==> config.mk <==
export PLATFORM = sky130hd
export DESIGN_NAME = burst_col_seq
export DESIGN_NICKNAME = d
export VERILOG_FILES = /design/src/rtl/bcs_pkg.sv /design/src/rtl/bcs_cfg_decode.sv /design/src/rtl/bcs_beat_ctr.sv /design/src/rtl/bcs_addr_gen.sv /design/src/rtl/burst_col_seq.sv
export SDC_FILE = /design/constraint.sdc
export NUM_CORES = 1
export LEC_CHECK = 0
export CORE_UTILIZATION = 45
export CTS_BUF_LIST = sky130_fd_sc_hd__clkbuf_16
export DETAILED_ROUTE_END_ITERATION = 10
export DONT_BUFFER_PORTS = 1
export HOLD_SLACK_MARGIN = 0.08
export PLACE_DENSITY = 0.59
export SYNTH_ARGS = -nofsm -noshare
export SYNTH_HDL_FRONTEND = slang
export SYNTH_SLANG_ARGS = --single-unit
==> constraint.sdc <==
create_clock -name clk -period 2.5 [get_ports clk]
set_input_delay 0.5 -clock clk [delete_from_list [all_inputs] [get_ports clk]]
set_output_delay 0.5 -clock clk [all_outputs]
set_load 0.005 [all_outputs]
==> src/rtl/bcs_pkg.sv <==
package bcs_pkg;
  // log2 of the longest burst (8 beats)
  localparam int LW      = 3;
  localparam int CODE_W  = 3;

  localparam logic [CODE_W-1:0] CODE_BL2 = 3'b001;
  localparam logic [CODE_W-1:0] CODE_BL4 = 3'b010;
  localparam logic [CODE_W-1:0] CODE_BL8 = 3'b011;

  function automatic logic code_ok(input logic [CODE_W-1:0] c);
    return (c == CODE_BL2) || (c == CODE_BL4) || (c == CODE_BL8);
  endfunction

  // mask of the low bits that walk inside the aligned block
  function automatic logic [LW-1:0] code_mask(input logic [CODE_W-1:0] c);
    case (c)
      CODE_BL2: return 3'b001;
      CODE_BL4: return 3'b011;
      CODE_BL8: return 3'b111;
      default:  return 3'b000;
    endcase
  endfunction
endpackage

==> src/rtl/bcs_cfg_decode.sv <==
module bcs_cfg_decode
  import bcs_pkg::*;
(
  input  logic [CODE_W-1:0] code_i,
  output logic              ok_o,
  output logic [LW-1:0]     mask_o
);
  always_comb begin
    ok_o   = code_ok(code_i);
    mask_o = code_mask(code_i);
  end
endmodule

==> src/rtl/bcs_beat_ctr.sv <==
module bcs_beat_ctr
  import bcs_pkg::*;
(
  input  logic          clk,
  input  logic          rst,
  input  logic          load_i,
  input  logic          adv_i,
  input  logic [LW-1:0] mask_nxt_i,
  output logic [LW-1:0] idx_nxt_o,
  output logic          last_nxt_o
);
  logic [LW-1:0] idx_q;

  always_comb begin
    if (load_i) idx_nxt_o = '0;
    else        idx_nxt_o = idx_q + 1'b1;
    last_nxt_o = (idx_nxt_o == mask_nxt_i);
  end

  always_ff @(posedge clk) begin
    if (rst)                 idx_q <= '0;
    else if (load_i || adv_i) idx_q <= idx_nxt_o;
  end
endmodule

==> src/rtl/bcs_addr_gen.sv <==
module bcs_addr_gen
  import bcs_pkg::*;
#(
  parameter int COL_W = 10
) (
  input  logic [COL_W-1:0] base_i,
  input  logic [LW-1:0]    idx_i,
  input  logic [LW-1:0]    mask_i,
  input  logic             ilv_i,
  output logic [COL_W-1:0] col_o
);
  logic [LW-1:0] seq_low;
  logic [LW-1:0] ilv_low;

  always_comb begin
    seq_low = base_i[LW-1:0] + idx_i;
    ilv_low = base_i[LW-1:0] ^ idx_i;
  end

  // each low bit walks only when the burst length covers it
  for (genvar b = 0; b < LW; b++) begin : g_low
    always_comb begin
      if (mask_i[b]) col_o[b] = ilv_i ? ilv_low[b] : seq_low[b];
      else           col_o[b] = base_i[b];
    end
  end

  always_comb col_o[COL_W-1:LW] = base_i[COL_W-1:LW];
endmodule

==> src/rtl/burst_col_seq.sv <==
module burst_col_seq
  import bcs_pkg::*;
#(
  parameter int COL_W = 10
) (
  input  logic             clk,
  input  logic             rst,
  input  logic             start_i,
  input  logic [COL_W-1:0] start_col_i,
  input  logic [2:0]       bl_code_i,
  input  logic             ilv_sel_i,
  output logic [COL_W-1:0] col_o,
  output logic             col_vld_o,
  output logic             last_o,
  output logic             busy_o,
  output logic             cfg_err_o
);
  logic             dec_ok;
  logic [LW-1:0]    dec_mask;
  logic [LW-1:0]    mask_q, mask_n;
  logic             ilv_q, ilv_n;
  logic [COL_W-1:0] base_q, base_n;
  logic [LW-1:0]    idx_n;
  logic             last_n;
  logic [COL_W-1:0] col_n;
  logic             vld_q, last_q, busy_q, err_q;
  logic [COL_W-1:0] col_q;
  logic             win, go, adv;

  bcs_cfg_decode u_dec (
    .code_i (bl_code_i),
    .ok_o   (dec_ok),
    .mask_o (dec_mask)
  );

  always_comb begin
    win    = !vld_q || last_q;
    go     = start_i && win && dec_ok;
    adv    = vld_q && !last_q;
    mask_n = go ? dec_mask    : mask_q;
    ilv_n  = go ? ilv_sel_i   : ilv_q;
    base_n = go ? start_col_i : base_q;
  end

  bcs_beat_ctr u_ctr (
    .clk        (clk),
    .rst        (rst),
    .load_i     (go),
    .adv_i      (adv),
    .mask_nxt_i (mask_n),
    .idx_nxt_o  (idx_n),
    .last_nxt_o (last_n)
  );

  bcs_addr_gen #(.COL_W(COL_W)) u_gen (
    .base_i (base_n),
    .idx_i  (idx_n),
    .mask_i (mask_n),
    .ilv_i  (ilv_n),
    .col_o  (col_n)
  );

  always_ff @(posedge clk) begin
    if (rst) begin
      mask_q <= '0;
      ilv_q  <= 1'b0;
      base_q <= '0;
      col_q  <= '0;
      vld_q  <= 1'b0;
      last_q <= 1'b0;
      busy_q <= 1'b0;
      err_q  <= 1'b0;
    end else begin
      err_q  <= start_i && win && !dec_ok;
      vld_q  <= go || adv;
      busy_q <= go || adv;
      if (go) begin
        mask_q <= dec_mask;
        ilv_q  <= ilv_sel_i;
        base_q <= start_col_i;
      end
      if (go || adv) begin
        col_q  <= col_n;
        last_q <= last_n;
      end else begin
        last_q <= 1'b0;
      end
    end
  end

  always_comb begin
    col_o     = col_q;
    col_vld_o = vld_q;
    last_o    = last_q;
    busy_o    = busy_q;
    cfg_err_o = err_q;
  end
endmodule

==> reports/qor.yml, run 1 <==
outcome:
  outcome: "complete, but fails checks"
  failed_checks: "design-rule violations"
cells_and_area:
  nNetsFinal: 198
  area_delta_synth_final_pct: 17.1
  n_antenna_cell: 0
  layout.cells.non_filler: 208
  fin_util: 0.568
  drive_above_1_share: 0.164
  fillerInstances: 250
global_route:
  grt_pass1_wl_um: 4840
  first_global_vias: 1067
  antenna_found_initial: 0
  grt_max_degree: 31
  grt.overflow.total: 0
  gr-usage-all-layers: 0.201
synth:
  synth_top_flop_cell: "dfxtp_1"
  ys_seq_elements: 30
  synth.net_count: 192
  yosys.area.top_type: "dfxtp_1"
  synth_top_area_share: 0.442
  ys_seq_area_frac: 0.442
  synth_area_leaders: "dfxtp_1, nand2_1, a21oi_1"
  syn_inst: 171
  synth_edf_count: 0
  synth.distinct_cells: 35
  synth.avg_cell_area_um2: 7.95
  yosysWarnings: 0
  netlist_area_um2: 1360
  synth-async-reset-ratio: 0
worst_hold_path:
  min_path_cells: 1
  min_path_type: "input pin to register"
  min_from: "rst"
  min_to: "col_o[5]"
cts:
  clk_latency_ns: 0.27
  clockBufferDepth: 2
  clk_pin_slew_ns: 0.05
  numCtsBuffers: 5
  clockRootBuffer: "clkbuf_16"
  cts_sinks: 30
  htree_levels: 2
  cts_tree: "built"
  cts_hold_buf: 0
pwr:
  p_per_area_nw_per_um2: 753
  ir_worst_vdd_uv: 444
  p_leak_nw: 0.683
sta:
  slew_headroom: 0.468
  rsz0062_at_grt: "false"
  tns_ns: 0
  tightest_slew_ns: 0.789
  fin_crit_ns: 2.29
  final_hold_viol_count: 0
  drv_slew: 0
  setup_viol: 0
  fmax_ghz: 0.437
  skew_ns: 0.00191
  min_period_over_period: 0.915
worst_setup_path:
  r2r_start: "busy_o"
  required_ns: 2.69
  criticalPathCategory: "register to register"
  critical_path.startpoint_type: "register"
  r2r_setup_slack_ns: 0.21
  cp_max_fo: 11
  arrival_ns: 2.48
  rr_worst_depth: 12
  end_kind: "register"
  r2r_end: "col_o[2]"
die:
  die_y_um: 57.0
  coreArea_um2: 2810
  start_util: 0.485
  die_w_um: 57.0
  num_io_pins: 31
  rows: 19
  die-area_um2: 3250
placed_design:
  dpl.cell_count: 201
  io_buffer_count: 0
  place_hpwl_um: 2010
  place_congestion: 0.767
routing:
  ant_nets: 0
  drcViolationCount: 6
  drtIter0Drc: 60
  wl_per_cell_um: 14.0
  met3_length_um: 210
  maxUsedRoutingLayer: "met4"
  dr_total_vias: 1129
  wl_met2_um: 1280
  wirelength_um: 2910
  wl_met1_um: 1380
  dr.pass1.iters: 7
  vias_per_cell: 5.43
flow_run:
  maxCapViolations: 0
stage by stage:
step	cell area [µm²]	hold slack (ns)	setup WS, ns	power (mW)
after floorplan	1390	0.437	0.000674	0.629
after global placement	1440	0.436	0.126	0.651
after detailed placement	1440	0.441	0.0455	0.654
after CTS	1570	0.289	0.120	1.21
after global routing	1590	0.291	0.000619	1.26
final	1590	0.296	0.211	1.20
layout by cell type, fill, tap and decap left out, drive strengths merged, types with 3 or more instances in the layout:
cell    count
inv         3
ha          3
nor2       19
nand2      51
clkbuf      5
xor2        4
o21ai       4
nor2b       3
mux2i       3
dfxtp      30
a21oi      18
buf         9
critical path, cell delays in order (launching register included):
cell,delay [ns]
dfxtp_1,0.33
nor2b_4,0.20
nor3_2,0.07
buf_4,0.19
nor2_1,0.11
ha_1,0.17
inv_2,0.04
fa_2,0.38
nor2_2,0.12
xnor2_1,0.12
o32ai_1,0.10
xor2_1,0.18
a211oi_2,0.19
cells in the mapped netlist (2+ instances only):
| cell | instances |
|---|---|
| nand2_1 | 51 |
| ha_1 | 3 |
| inv_1 | 3 |
| mux2i_1 | 2 |
| buf_2 | 3 |
| clkbuf_1 | 6 |
| nor2_2 | 2 |
| nor2_1 | 17 |
| a22oi_1 | 2 |
| nand2b_1 | 2 |
| nor2b_1 | 2 |
| xor2_1 | 4 |
| dfxtp_1 | 30 |
| xnor2_1 | 2 |
| nor3_1 | 2 |
| o21ai_0 | 4 |
| a21oi_1 | 18 |
what timing repair did:
item / in CTS / in global routing
gates resized for setup: 0 / 4
buffers inserted: 0 / 0
endpoints found under the setup margin: 0 / 1
cell type report:
| class | instances | area, µm² | share of cell area |
|---|---|---|---|
| Clock buffer | 5 | 125 | 0.0786 |
| Multi-Input combinational cell | 128 | 739 | 0.464 |
| Clock inverter | 2 | 10.0 | 0.00628 |
| Timing Repair Buffer | 9 | 67.6 | 0.0424 |
| Tap cell | 31 | 38.8 | 0.0244 |
| Inverter | 3 | 11.3 | 0.00707 |
| Sequential cell | 30 | 601 | 0.377 |
worst max path at each step:
stage,depth (start not counted),start,endpoint,slack (ns)
global route,12,busy_o,col_o[2],0.0006
finish,12,busy_o,col_o[2],0.21
detailed placement,12,bl_code_i[0],col_o[2],0.05
CTS,12,busy_o,col_o[2],0.12
floorplan,13,bl_code_i[2],col_o[2],0.0007
global placement,12,bl_code_i[2],col_o[2],0.13
registers in the layout, indices dropped and copies added (netlist names):
name         flops
cfg_err_o        1
u_ctr.idx_q      3
col_o           10
busy_o           1
last_o           1
ilv_q            1
mask_q           3
base_q          10
where the power goes:
group	internal, mW	switching, mW	total (mW)
sequential	0.504	0.0172	0.522
combinational	0.0573	0.0708	0.128
clock	0.358	0.192	0.550
total	0.919	0.280	1.20
cells by family (layout without fill, tap and decap cells):
group,count (synthesis),after routing,share of synthesized area
simple gates,84,84,0.266
compound gates,31,31,0.139
flops,30,30,0.442
buf+inv,13,19,0.0414
xor+xnor,6,6,0.0386
fa+ha+maj,4,4,0.0423
mux,3,3,0.0313
per-layer routing:
| layer | GRT usage | vias up |
|---|---|---|
| li1 | - | 572 |
| met1 | 0.267 | 523 |
| met2 | 0.289 | 28 |
| met3 | 0.0839 | 6 |
| met4 | 0.0836 | 0 |
| met5 | 0 | - |
(Power assumes the default switching activity.)
==> inputs of run 2 (changes only) <==
--- a/config.mk
+++ b/config.mk
@@ -14,3 +14,4 @@
 export SYNTH_ARGS = -nofsm -noshare
 export SYNTH_HDL_FRONTEND = slang
 export SYNTH_SLANG_ARGS = --single-unit
+export TNS_END_PERCENT = 50
==> results of run 2 <==
Final layout, timing and power as in run 1 (identical DEF).
==> inputs of run 3 (changes only) <==
--- a/config.mk
+++ b/config.mk
@@ -5,6 +5,7 @@
 export SDC_FILE = /design/constraint.sdc
 export NUM_CORES = 1
 export LEC_CHECK = 0
+export CORE_MARGIN = 2
 export CORE_UTILIZATION = 45
 export CTS_BUF_LIST = sky130_fd_sc_hd__clkbuf_16
 export DETAILED_ROUTE_END_ITERATION = 10
==> constraint.sdc (replaced) <==
create_clock -name clk -period 1.9 [get_ports clk]
set_input_delay 0.38 -clock clk [delete_from_list [all_inputs] [get_ports clk]]
set_output_delay 0.38 -clock clk [all_outputs]
set_load 0.005 [all_outputs]
==> reports/qor.yml, run 3 (synthesis gave the netlist of run 1 again) <==
outcome:
  outcome: "complete, but fails checks"  # unchanged
  failed_checks: "design-rule violations, negative setup slack"  # was design-rule violations
worst_setup_path:
  r2r_start: "busy_o"  # unchanged
  cp_cell_sequence: "nor2b_4 > or3_4 > mux2i_2 > fa_2 > buf_4 > o32ai_2 > xor2_1 > a211oi_2"  # was nor2b_4 > nor3_2 > buf_4 > nor2_1 > ha_1 > inv_2 > fa_2 > nor2_2 > xnor2_1 > o32ai_1 > xor2_1 > a211oi_2
  end_kind: "register"  # unchanged
  r2r_setup_slack_ns: -0.31  # was 0.21 ns
  cp_max_fo: 5  # was 11
  cpPeakStageDelay_ns: 0.41  # was 0.38 ns
  required_ns: 2.05  # was 2.69 ns
  critical_path.startpoint_type: "register"  # unchanged
  r2r_end: "col_o[2]"  # unchanged
  crit_buf_inv: 1  # was 2
  cp_top_family: "simple AND/OR/NAND/NOR gates"  # was adder cells
  arrival_ns: 2.35  # was 2.48 ns
  criticalPathCategory: "register to register"  # unchanged
  slowest_stage: "or3_4"  # was fa_2
  cp.depth: 8  # was 12
  rr_worst_depth: 8  # was 12
die:
  die_w_um: 59.0  # was 57.0 µm
  die_y_um: 59.0  # was 57.0 µm
  num_io_pins: 31  # unchanged
  start_util: 0.485  # unchanged
  die-area_um2: 3480  # was 3250 µm²
  coreArea_um2: 2810  # unchanged
  rows: 19  # unchanged
sta:
  setup_viol: 2  # was 0
  skew_ns: 0.00300  # was 0.00191 ns
  tns_ns: -0.480  # was 0 ns
  rsz0062_at_grt: "true"  # was false
  fmax_ghz: 0.453  # was 0.437 GHz
  tightest_slew_ns: 0.396  # was 0.789 ns
  fin_crit_ns: 2.21  # was 2.29 ns
  slew_headroom: 0.734  # was 0.468
  final_hold_viol_count: 0  # unchanged
  hold_ws_ns: 0.181  # was 0.296 ns
  min_period_over_period: 1.16  # was 0.915
  drv_slew: 0  # unchanged
  fin_ws_ns: -0.308  # was 0.211 ns
cts:
  clk_latency_ns: 0.26  # was 0.27 ns
  htree_levels: 2  # unchanged
  cts_tree: "built"  # unchanged
  cts_hold_buf: 0  # unchanged
  clockBufferDepth: 2  # unchanged
  clockRootBuffer: "clkbuf_16"  # unchanged
  clk_pin_slew_ns: 0.05  # about the same
  cts_sinks: 30  # unchanged
  numCtsBuffers: 5  # unchanged
cells_and_area:
  drive_above_1_share: 0.253  # was 0.164
  layout.cells.non_filler: 221  # was 208
  area_delta_synth_final_pct: 26.1  # was 17.1%
  final_common_cell: "nand2_1"  # unchanged
  fin_util: 0.612  # was 0.568
  n_antenna_cell: 0  # unchanged
  layout_common_cells: "nand2_1, dfxtp_1, buf_4"  # was nand2_1, dfxtp_1, a21oi_1
  nNetsFinal: 211  # was 198
worst_hold_path:
  min_to: "col_o[2]"  # was col_o[5]
  min_from: "rst"  # unchanged
  min_path_type: "input pin to register"  # unchanged
  min_path_cells: 1  # unchanged
global_route:
  grt_max_degree: 31  # unchanged
  gr-usage-all-layers: 0.194  # was 0.201
  antenna_found_initial: 0  # unchanged
  grt_pass1_wl_um: 5090  # was 4840 µm
  grt.overflow.total: 0  # unchanged
  first_global_vias: 1160  # was 1,067
routing:
  dr.pass1.iters: 7  # unchanged
  wirelength_um: 3050  # was 2910 µm
  vias_per_cell: 5.38  # was 5.43
  drcViolationCount: 1  # was 6
  ant_nets: 0  # unchanged
  dr_total_vias: 1190  # was 1,129
  wl_per_cell_um: 13.8  # was 14.0 µm
  drtIter0Drc: 43  # was 60
flow_run:
  maxCapViolations: 0  # unchanged
pwr:
  p_leak_nw: 0.750  # was 0.683 nW
  p_per_area_nw_per_um2: 934  # was 753 nW/µm²
  ir_worst_vdd_uv: 652  # was 444 µV
  power_mw: 1.60  # was 1.20 mW
placed_design:
  dpl.cell_count: 211  # was 201
  place_congestion: 0.802  # was 0.767
  io_buffer_count: 0  # unchanged
  place_hpwl_um: 2160  # was 2010 µm
[run 3: changes by cell type in the layout (fill, tap and decap cells not counted), sizes merged]
cell  change
buf      +13
[run 3: through the flow]
step / instance area, µm² / setup slack (ns)
floorplan: 1400 / -0.474
global route: 1720 / -0.416
detailed placement: 1520 / -0.457
global placement: 1520 / -0.411
finish: 1720 / -0.308
CTS: 1700 / -0.307
[run 3: layer usage]
layer	global-route usage	vias up	routed length, µm	share of wire
met5	0	-	0	0
met3	0.0655	2	230	0.075
met2	0.313	35	1440	0.47
li1	-	604	-	-
met1	0.247	549	1370	0.45
met4	0.0584	0	8	0.0026
[run 3: report_power, final]
group          switching (mW)  total [mW]  leakage (nW)  internal [mW]
combinational           0.102       0.202         0.436          0.100
clock                   0.244       0.714        0.0694          0.470
sequential             0.0221       0.686         0.245          0.664
[run 3: layout make-up]
class,count,area (µm²)
clock buffers,5,125
clock inverters,2,10.0
fillers,269,1090
inverters,3,11.3
multi-input cells,128,763
flip-flops and latches,30,602
well taps,31,38.8
repair buffers,22,165
[run 3: worst max path at each step]
stage               end  slack [ns]         start
2_1_floorplan  col_o[2]       -0.47  bl_code_i[2]
3_3_place_gp   col_o[2]       -0.41  bl_code_i[0]
3_5_place_dp   col_o[2]       -0.46  bl_code_i[0]
4_1_cts        col_o[2]       -0.31        busy_o
5_1_grt        col_o[2]       -0.42        busy_o
6_report       col_o[2]       -0.31        busy_o
[run 3: timing repair]
item,in CTS,in global routing
setup buffers,2,1
gates resized for setup,6,2
setup endpoints to repair,2,2
pin swaps,8,3
gates cloned,0,0
[run 3: worst register-to-register path, cell delays in order, from the launching register on]
cell      delay, ns
dfxtp_2        0.32
nor2b_4        0.13
or3_4          0.41
mux2i_2        0.19
fa_2           0.36
buf_4          0.14
o32ai_2        0.25
xor2_1         0.20
a211oi_2       0.09
